`src/rtl/acc_cpu_pkg.sv`:
```
package acc_cpu_pkg;

    localparam int WORD_W = 8;
    localparam int OPC_W  = 3;
    localparam int LOC_W  = WORD_W - OPC_W;

    typedef enum logic [OPC_W-1:0] {
        OP_LOAD  = 3'b000,
        OP_STORE = 3'b001,
        OP_ADD   = 3'b010,
        OP_INV   = 3'b011,
        OP_BRPOS = 3'b100,
        OP_SHL   = 3'b101,
        OP_SHR   = 3'b110,
        OP_STOP  = 3'b111
    } opcode_e;

    typedef enum logic [2:0] {
        PH_PC2MAR  = 3'd0,
        PH_MEM2IR  = 3'd1,
        PH_PCINC   = 3'd2,
        PH_IR2MAR  = 3'd3,
        PH_MEM2LAT = 3'd4,
        PH_EXEC    = 3'd5
    } phase_e;

    typedef struct packed {
        logic ld_acc;
        logic wr_mem;
        logic br_test;
        logic stop;
    } exec_ctl_t;

    function automatic exec_ctl_t decode_op(input opcode_e op);
        exec_ctl_t c;
        c = '0;
        unique case (op)
            OP_LOAD, OP_ADD, OP_INV, OP_SHL, OP_SHR: c.ld_acc = 1'b1;
            OP_STORE: c.wr_mem  = 1'b1;
            OP_BRPOS: c.br_test = 1'b1;
            OP_STOP:  c.stop    = 1'b1;
            default:  c = '0;
        endcase
        return c;
    endfunction

endpackage

```
`src/rtl/acc_cpu_seq.sv`:
```
module acc_cpu_seq
    import acc_cpu_pkg::*;
(
    input  logic   clk,
    input  logic   rst,
    input  logic   stop_req,
    output phase_e phase,
    output logic   halted
);
    always_ff @(posedge clk) begin
        if (rst) begin
            phase  <= PH_PC2MAR;
            halted <= 1'b0;
        end else if (!halted) begin
            if (phase == PH_EXEC) begin
                phase <= PH_PC2MAR;
                if (stop_req) halted <= 1'b1;
            end else begin
                phase <= phase_e'(phase + 3'd1);
            end
        end
    end
endmodule

```
`src/rtl/acc_cpu_mem.sv`:
```
module acc_cpu_mem #(
    parameter int DATA_W = 8,
    parameter int ADDR_W = 5
) (
    input  logic              clk,
    input  logic              we,
    input  logic [ADDR_W-1:0] waddr,
    input  logic [DATA_W-1:0] wdata,
    input  logic [ADDR_W-1:0] raddr,
    output logic [DATA_W-1:0] rdata
);
    localparam int DEPTH = 1 << ADDR_W;

    logic [DATA_W-1:0] cells [DEPTH];

    always_ff @(posedge clk) begin
        if (we) cells[waddr] <= wdata;
    end

    assign rdata = cells[raddr];
endmodule

```
`src/rtl/acc_cpu_alu.sv`:
```
module acc_cpu_alu
    import acc_cpu_pkg::*;
#(
    parameter int DATA_W = 8
) (
    input  opcode_e           op,
    input  logic [DATA_W-1:0] acc,
    input  logic [DATA_W-1:0] opnd,
    output logic [DATA_W-1:0] result
);
    always_comb begin
        unique case (op)
            OP_LOAD: result = opnd;
            OP_ADD:  result = acc + opnd;
            OP_INV:  result = ~opnd;
            OP_SHL:  result = {acc[DATA_W-2:0], 1'b0};
            OP_SHR:  result = {1'b0, acc[DATA_W-1:1]};
            default: result = acc;
        endcase
    end
endmodule

```
`src/rtl/acc_cpu.sv`:
```
module acc_cpu
    import acc_cpu_pkg::*;
#(
    parameter int DATA_W = WORD_W,
    parameter int ADDR_W = LOC_W
) (
    input  logic              clk,
    input  logic              rst,
    input  logic              pre_we,
    input  logic [ADDR_W-1:0] pre_addr,
    input  logic [DATA_W-1:0] pre_data,
    output logic              halted,
    output logic [DATA_W-1:0] acc_out
);
    localparam int SIGN_BIT = DATA_W - 1;

    phase_e            phase_q;
    logic [ADDR_W-1:0] pc_q, mar_q;
    logic [DATA_W-1:0] ir_q, lat_q, acc_q;
    logic [DATA_W-1:0] mem_rd, alu_res;
    opcode_e           op;
    exec_ctl_t         ctl;
    logic              in_exec;
    logic              mem_we;
    logic [ADDR_W-1:0] mem_wa;
    logic [DATA_W-1:0] mem_wd;

    assign op      = opcode_e'(ir_q[DATA_W-1 -: OPC_W]);
    assign ctl     = decode_op(op);
    assign in_exec = (phase_q == PH_EXEC) && !halted;

    // preload owns the write port during reset; store owns it otherwise
    always_comb begin
        if (rst) begin
            mem_we = pre_we;
            mem_wa = pre_addr;
            mem_wd = pre_data;
        end else begin
            mem_we = in_exec && ctl.wr_mem;
            mem_wa = mar_q;
            mem_wd = acc_q;
        end
    end

    acc_cpu_seq u_seq (
        .clk      (clk),
        .rst      (rst),
        .stop_req (ctl.stop),
        .phase    (phase_q),
        .halted   (halted)
    );

    acc_cpu_mem #(.DATA_W(DATA_W), .ADDR_W(ADDR_W)) u_mem (
        .clk   (clk),
        .we    (mem_we),
        .waddr (mem_wa),
        .wdata (mem_wd),
        .raddr (mar_q),
        .rdata (mem_rd)
    );

    acc_cpu_alu #(.DATA_W(DATA_W)) u_alu (
        .op     (op),
        .acc    (acc_q),
        .opnd   (lat_q),
        .result (alu_res)
    );

    always_ff @(posedge clk) begin
        if (rst) begin
            pc_q  <= '0;
            mar_q <= '0;
            ir_q  <= '0;
            lat_q <= '0;
            acc_q <= '0;
        end else if (!halted) begin
            unique case (phase_q)
                PH_PC2MAR:  mar_q <= pc_q;
                PH_MEM2IR:  ir_q  <= mem_rd;
                PH_PCINC:   pc_q  <= pc_q + 1'b1;
                PH_IR2MAR:  mar_q <= ir_q[ADDR_W-1:0];
                PH_MEM2LAT: lat_q <= mem_rd;
                PH_EXEC: begin
                    if (ctl.ld_acc) acc_q <= alu_res;
                    if (ctl.br_test && !acc_q[SIGN_BIT]) pc_q <= ir_q[ADDR_W-1:0];
                end
                default: ;
            endcase
        end
    end

    assign acc_out = acc_q;
endmodule

```
`config.mk`:
```
export PLATFORM = sky130hd
export DESIGN_NAME = acc_cpu
export DESIGN_NICKNAME = d
export VERILOG_FILES = /design/src/rtl/acc_cpu_pkg.sv /design/src/rtl/acc_cpu_seq.sv /design/src/rtl/acc_cpu_mem.sv /design/src/rtl/acc_cpu_alu.sv /design/src/rtl/acc_cpu.sv
export SDC_FILE = /design/constraint.sdc
export NUM_CORES = 1
export LEC_CHECK = 0
export CORE_UTILIZATION = 50
export CTS_CLUSTER_DIAMETER = 80
export DETAILED_ROUTE_END_ITERATION = 6
export DONT_BUFFER_PORTS = 1
export PLACE_DENSITY = 0.74
export SYNTH_ARGS = -nofsm -noshare
export SYNTH_HDL_FRONTEND = slang
export SYNTH_SLANG_ARGS = --single-unit
```
`constraint.sdc`:
```
create_clock -name clk -period 4 [get_ports clk]
set_input_delay 0.2 -clock clk [delete_from_list [all_inputs] [get_ports clk]]
set_output_delay 0.2 -clock clk [all_outputs]
set_load 0.01 [all_outputs]
```
==> results of run 1 <==
==> flip-flops by register name, summed over array words and instances, names as in the netlist, named ones only <==
signal and cells:
pc_q 5, u_mem.cells 256, acc_out 8, u_seq.phase 3
ir_q 8, lat_q 8, mar_q 5, u_seq.halted 1
==> routing by layer <==
metal	track usage	part of all wire	routed length [um]
met4	0.07161	0.030	846
met1	0.3231	0.43	12300
met5	0	0	0
met2	0.3501	0.46	13200
met3	0.04132	0.077	2185
==> area by class of cell <==
cell class,instances,share of cell area
multi-input combinational,518,0.2731
clock buffer,37,0.05763
clock inverter,16,0.01172
timing repair buffer,15,0.009199
sequential,299,0.6164
inverter,10,0.002706
tap,324,0.02922
==> where the power goes <==
| part | switching (uW) | total, uW | internal, uW |
|---|---|---|---|
| Clock | 1120 | 2730 | 1600 |
| Combinational | 423 | 666 | 243 |
| Sequential | 77.3 | 3510 | 3430 |
==> cell usage after synthesis, types with 2 or more instances <==
master	count	area (um2)
or2_2	2	12.51
o211ai_1	5	37.54
o21bai_1	4	30.03
buf_1	3	11.26
a21oi_1	52	260.3
a22o_1	17	148.9
nor2b_1	13	81.33
buf_4	3	22.52
o31ai_1	6	45.04
nand2b_1	13	81.33
xor2_1	2	17.52
a31oi_1	2	12.51
mux2_2	8	90.09
nor3b_1	3	22.52
o21ai_0	18	90.09
ha_1	9	112.6
inv_1	10	37.54
mux2i_1	137	1371
dfxtp_1	43	860.8
nand2_1	28	105.1
nand3_1	5	25.02
a22oi_1	65	488.0
o32ai_1	4	35.03
o21a_1	3	22.52
nor4_1	10	62.56
buf_2	14	70.07
o22ai_1	2	12.51
edfxtp_1	256	7687
and2_1	3	18.77
and3_1	2	12.51
xnor2_1	6	52.55
nor2_1	61	229.0
or3_1	4	25.02
nor3_1	6	30.03
clkbuf_1	31	116.4
a211oi_1	7	52.55
==> stage by stage <==
| stage | setup slack, ns | hold slack, ns | instances | utilization | total power, uW |
|---|---|---|---|---|---|
| 5_1_grt | 0.8472 | 0.05320 | 1219 | 0.5655 | 7082 |
| 6_report | 1.096 | 0.04169 | 1219 | 0.5655 | 6900 |
| 3_5_place_dp | 1.108 | 0.2745 | 1165 | 0.5259 | 4222 |
| 4_1_cts | 1.086 | 0.01258 | 1219 | 0.5655 | 6918 |
| 2_1_floorplan | 1.466 | 0.4606 | 879 | - | 4022 |
| 3_3_place_gp | 1.192 | 0.2732 | 1165 | 0.5259 | 4212 |
==> cells in the final DEF, fill, tap and decap left out, types with 4 or more instances in the layout <==
cell         n
a22o_1      17
dfxtp_1     42
o211ai_1     5
nor3_1       6
clkinv_2     6
nor2b_1     11
a22oi_1     65
edfxtp_1   256
or3_1        4
ha_1         9
nor4_1      10
o32ai_1      4
nand2b_1    13
o21bai_1     4
mux2_2       8
nor2_1      60
xnor2_1      6
buf_4       13
inv_1       10
a211oi_1     7
nand2_1     28
o21ai_0     17
a21oi_1     52
mux2i_1    137
clkbuf_16   30
nand3_1      5
o31ai_1      6
==> worst reg2reg max path, stage by stage (launching register included) <==
cell       delay, ns
dfxtp_1         0.46
nand4bb_1       0.31
or2_2           0.36
o31ai_1         0.32
nand2b_1        0.41
nor2_1          0.69
==> cells by family after synthesis <==
logic type	synth area share
and+or+nand+nor	0.06348
xor gates and xnor gates	0.005564
AOI/OAI and AO/OA	0.1043
buffers and inverters	0.02136
adders and majority gates	0.01053
muxes	0.1160
DFF	0.6787
==> what timing repair did <==
action | in CTS | in global routing
setup buffers | 0 | 0
hold buffers | 1 | 0
resized for setup | 0 | 0
endpoints found under the hold margin | 26 | 0
==> how the worst min path moves through the flow <==
stage | startpoint | to | slack [ns] | cells past startpoint
floorplan | lat_q[3] | lat_q[3] | 0.46 | 1
global placement | rst | pc_q[4] | 0.27 | 1
detailed placement | rst | pc_q[0] | 0.27 | 1
CTS | rst | ir_q[6] | 0.01 | 2
global route | rst | ir_q[6] | 0.05 | 2
finish | rst | ir_q[6] | 0.04 | 2
==> impl_metrics.env, run 1 <==
export IMPL_status="completed"
export IMPL_drive_gt1_frac=0.08827
export IMPL_p_leak_uw=0.004436
export IMPL_syn_to_final_growth_pct=10.15
export IMPL_max_stage_delay_ns=0.69
export IMPL_setup_viol=0
export IMPL_cts_tree="yes"
export IMPL_numCtsBuffers=29
export IMPL_synth_distinct_cells=58
export IMPL_drtPass1Iterations=6
export IMPL_async_flop_share=0
export IMPL_synthesis_nets=905
export IMPL_grt_max_degree=48
export IMPL_holdCritPathClass="in -> reg"
export IMPL_synth_seq_area_share=0.6787
export IMPL_core_area_um2=24530
export IMPL_hold_violations=0
export IMPL_drt_iter0_drc=578
export IMPL_yosys_register_bits=299
export IMPL_h_tree_depth=1
export IMPL_worstSetupEndpointType="flip-flop"
export IMPL_clk_insertion_delay_late_ns=0.55
export IMPL_grt_pass1_vias=7364
export IMPL_cts_buffer_depth=3
export IMPL_worst_pin_slew_ns=1.083
export IMPL_antenna_found_initial=0
export IMPL_ant_nets=0
export IMPL_die_area_um2=25830
export IMPL_regArea_um2=8552
export IMPL_cpMaxStageDelayCell="nor2_1"
export IMPL_r2r_start="u_seq.halted"
export IMPL_yosysWarnings=0
export IMPL_n_fill_cell=1965
export IMPL_cap_viol_max_count=0
export IMPL_critPathCapture="u_mem.cells[19][5]"
export IMPL_routed_wl_um=28530
export IMPL_critical_path_class="reg -> reg"
export IMPL_worstSetupStartpoint="u_seq.halted"
export IMPL_finClkSkew_ns=0.01296
export IMPL_nets=899
export IMPL_die_h_um=160.7
export IMPL_finalMaxSlewViolations=0
export IMPL_via_count=7498
export IMPL_syn_inst=879
export IMPL_io_pins=25
export IMPL_start_util=0.5134
export IMPL_diodes=0
export IMPL_rsz0062_at_grt="no"
export IMPL_power_density_nw_per_um2=497.4
export IMPL_fin_area_um2=13870
export IMPL_wl_per_cell_um=23.40
export IMPL_max_freq_mhz=344.4
export IMPL_ir_drop_mv=0.4588
export IMPL_reg2reg_slack_ns=1.10
export IMPL_gp_congestion=0.8710
export IMPL_via_per_inst=6.151
export IMPL_synth_edf_count=256
export IMPL_clock_sinks=299
export IMPL_drc=0
export IMPL_grt_ovfl_total=0
export IMPL_dp_hpwl_um=17760
export IMPL_die_w_um=160.7
export IMPL_synth_avg_cell_area_um2=14.33
export IMPL_synth_top_flop_cell="edfxtp_1"
export IMPL_cp_buffers_inverters=0
export IMPL_cp_num_cells=5
export IMPL_place_area_um2=12900
export IMPL_grt_usage=0.2254
export IMPL_start_kind="flip-flop"
export IMPL_relSlewSlack=0.2773
export IMPL_r2r_end="u_mem.cells[19][5]"
export IMPL_path_max_fanout=12
export IMPL_rows=57
export IMPL_r2r_worst_path_cells=5
export IMPL_crit_family="simple AND/OR/NAND/NOR gates"
export IMPL_setup_tns_final_ns=0
export IMPL_io_buffers=0
export IMPL_fin_crit_sh=0.7260
export IMPL_fin_crit_ns=2.904
export IMPL_crit_chain="nand4bb_1, or2_2, o31ai_1, nand2b_1, nor2_1"
export IMPL_synthesis_area_um2=12590
export IMPL_multi_input_area_um2=3789
export IMPL_grt_first_pass_wirelength_um=43790
export IMPL_clk_pin_slew_ns=0.06
export IMPL_critPathRequiredTime_ns=4.18
export IMPL_worst_ep_arrival_time_ns=3.08
export IMPL_root_buffer="clkbuf_16"
Note: power is estimated with default switching activity, not from simulation.
==> inputs of run 2 (changes only) <==
Clock period 4 ns to 2.7 ns, I/O delays scaled along.
==> run 2 against run 1 <==
Effect of this change:
- clock power increased by 43%
- clock skew is 0.0076 ns higher
- non-clock buffer count increased by 47
- sequential cell count unchanged
- sequential power increased by 47%
- wire length up 0.57%
- die area unchanged
- power grew 47%
- critical path type unchanged
- highest routed layer unchanged
==> impl_metrics.env, run 2 (synthesis gave the netlist of run 1 again) <==
export IMPL_met3_wirelength_um=2036
export IMPL_fin_crit_ns=2.533
export IMPL_relSlewSlack=0.3183
export IMPL_crit_family="simple AND/OR/NAND/NOR gates"
export IMPL_wl_met2_um=13460
export IMPL_p_leak_uw=0.004658
export IMPL_crit_chain="nand4bb_1, or2_2, o31ai_1, nand2_1, nor2_1, buf_4"
export IMPL_max_stage_delay_ns=0.47
export IMPL_grt_first_pass_wirelength_um=44270
export IMPL_path_max_fanout=9
export IMPL_drtPass1Iterations=7
export IMPL_worst_pin_slew_ns=1.019
export IMPL_whs_endpoint="u_mem.cells[23][3]"
export IMPL_fin_crit_sh=0.9381
export IMPL_seqPwrFrac=0.508
export IMPL_switching_share=0.2390
export IMPL_gp_congestion=0.8859
export IMPL_regMostFlops="u_mem.cells"
export IMPL_cts_resized_gates=0
export IMPL_fin_ws_ns=0.1672
export IMPL_stdcell_count=1265
export IMPL_mostFrequentLayoutCells="edfxtp_1, mux2i_1, a22oi_1"
export IMPL_largest_register_ff_count=256
export IMPL_start_util=0.5134
export IMPL_h_tree_depth=1
export IMPL_cp_buffers_inverters=1
export IMPL_grt_max_degree=42
export IMPL_worstHoldStart="rst"
export IMPL_rsz0062_at_grt="no"
export IMPL_drive_gt1_frac=0.1286
export IMPL_nets=947
export IMPL_grt_ovfl_total=0
export IMPL_cts_tree="yes"
export IMPL_power_density_nw_per_um2=713.9
export IMPL_holdCritPathClass="in -> reg"
export IMPL_dp_slack_ns=0.2195
export IMPL_hold_violations=0
export IMPL_power_clock_fraction=0.385
export IMPL_cts_buffer_depth=3
export IMPL_finalMaxSlewViolations=0
export IMPL_critical_path_class="reg -> reg"
export IMPL_highest_layer="met4"
export IMPL_critPathRequiredTime_ns=2.96
export IMPL_ir_drop_mv=0.5816
export IMPL_die_area_um2=25830
export IMPL_clock_sinks=299
export IMPL_drc=0
export IMPL_via_per_inst=5.968
export IMPL_via_count=7550
export IMPL_cap_viol_max_count=0
export IMPL_root_buffer="clkbuf_16"
export IMPL_route_layer_met1_wl_um=12360
export IMPL_start_kind="flip-flop"
export IMPL_setup_viol=0
export IMPL_place_inst=1212
export IMPL_syn_to_final_growth_pct=12.76
export IMPL_clk_pin_slew_ns=0.06
export IMPL_final_common_cell="edfxtp_1"
export IMPL_wl_per_cell_um=22.68
export IMPL_io_pins=25
export IMPL_finClkSkew_ns=0.02056
export IMPL_reg2reg_slack_ns=0.17
export IMPL_fin_area_um2=14200
export IMPL_routed_wl_um=28690
export IMPL_post_cts_buffers=0
export IMPL_internal_power_uw=7714
export IMPL_grt_pass1_vias=7493
export IMPL_diodes=0
export IMPL_r2r_end="u_mem.cells[1][3]"
export IMPL_clk_insertion_delay_late_ns=0.56
export IMPL_die_w_um=160.7
export IMPL_n_fill_cell=1917
export IMPL_max_freq_mhz=394.8
export IMPL_worst_ep_arrival_time_ns=2.79
export IMPL_drt_iter0_drc=849
export IMPL_r2r_worst_path_cells=6
export IMPL_combPwrFrac=0.107
export IMPL_whs_path_depth=3
export IMPL_antenna_found_initial=0
export IMPL_ant_nets=0
export IMPL_dp_hpwl_um=18310
export IMPL_io_buffers=0
export IMPL_switching_power_uw=2423
export IMPL_rows=57
export IMPL_setup_tns_final_ns=0
export IMPL_status="completed"
export IMPL_grt_usage=0.2276
export IMPL_worstSetupEndpointType="flip-flop"
export IMPL_cpMaxStageDelayCell="dfxtp_1"
export IMPL_r2r_start="u_seq.phase[2]"
export IMPL_place_area_um2=13270
export IMPL_core_area_um2=24530
export IMPL_numCtsBuffers=30
export IMPL_die_h_um=160.7
-- run 2: cell count changes in the layout (fill, tap and decap cells not counted), moves of 2 or more --
cell | before | now
clkbuf_2 | 2 | 0
clkinv_1 | 3 | 5
clkbuf_8 | 2 | 0
clkbuf_1 | 3 | 5
buf_4 | 13 | 59
-- run 2: metrics by stage --
stage / util / total power, uW / hold WS (ns)
global placement: 0.5407 / 6299 / 0.2090
detailed placement: 0.5407 / 6310 / 0.2094
CTS: 0.5788 / 10170 / 0.06685
finish: 0.5788 / 10140 / 0.1109
floorplan: - / 5959 / 0.4521
global route: 0.5788 / 10430 / 0.1114
-- run 2: layout make-up --
| type | instances | area [um2] | area share |
|---|---|---|---|
| multi-input combinational | 518 | 3789 | 0.2668 |
| tap | 324 | 405.4 | 0.02855 |
| clock buffer | 35 | 769.5 | 0.05419 |
| timing repair buffer | 62 | 493.0 | 0.03471 |
| sequential | 299 | 8552 | 0.6022 |
| clock inverter | 17 | 155.1 | 0.01093 |
| inverter | 10 | 37.54 | 0.002643 |
-- run 2: how the worst max path moves through the flow --
stage,from,end,slack (ns),depth (start not counted)
3_3_place_gp,u_seq.phase[2],u_mem.cells[9][1],0.30,6
5_1_grt,u_seq.phase[2],u_mem.cells[12][5],0.02,5
3_5_place_dp,u_seq.phase[2],u_mem.cells[1][1],0.22,6
2_1_floorplan,rst,u_mem.cells[0][3],0.23,4
6_report,u_seq.phase[2],u_mem.cells[1][3],0.17,6
4_1_cts,u_seq.phase[2],u_mem.cells[1][2],0.19,6
-- run 2: metal layers --
layer | up-vias | global-route usage
li1 | 3490 | -
met1 | 3701 | 0.3177
met2 | 299 | 0.3670
met3 | 60 | 0.03745
met4 | 0 | 0.07075
met5 | - | 0
-- run 2: power by group through the flow --
stage                     logic (uW)  clock network, uW  registers (uW)
after floorplan                  748                  0            5210
after global placement          1060                  0            5240
after detailed placement        1070                  0            5240
after CTS                       1080               3950            5150
after global routing            1160               4120            5150
final                           1090               3900            5150
-- run 2: what timing repair did --
action | 4_1_cts | 5_1_grt
hold buffers | 1 | 0
endpoints found under the setup margin | 0 | 0
hold endpoints to repair | 41 | 0
-- run 2: tightest hold or removal path: cells and delay by family --
| kind | cells | cell delay, ns |
|---|---|---|
| AND/OR/NAND/NOR | 2 | 0.26 |
| AO/OA/AOI/OAI | 1 | 0.08 |
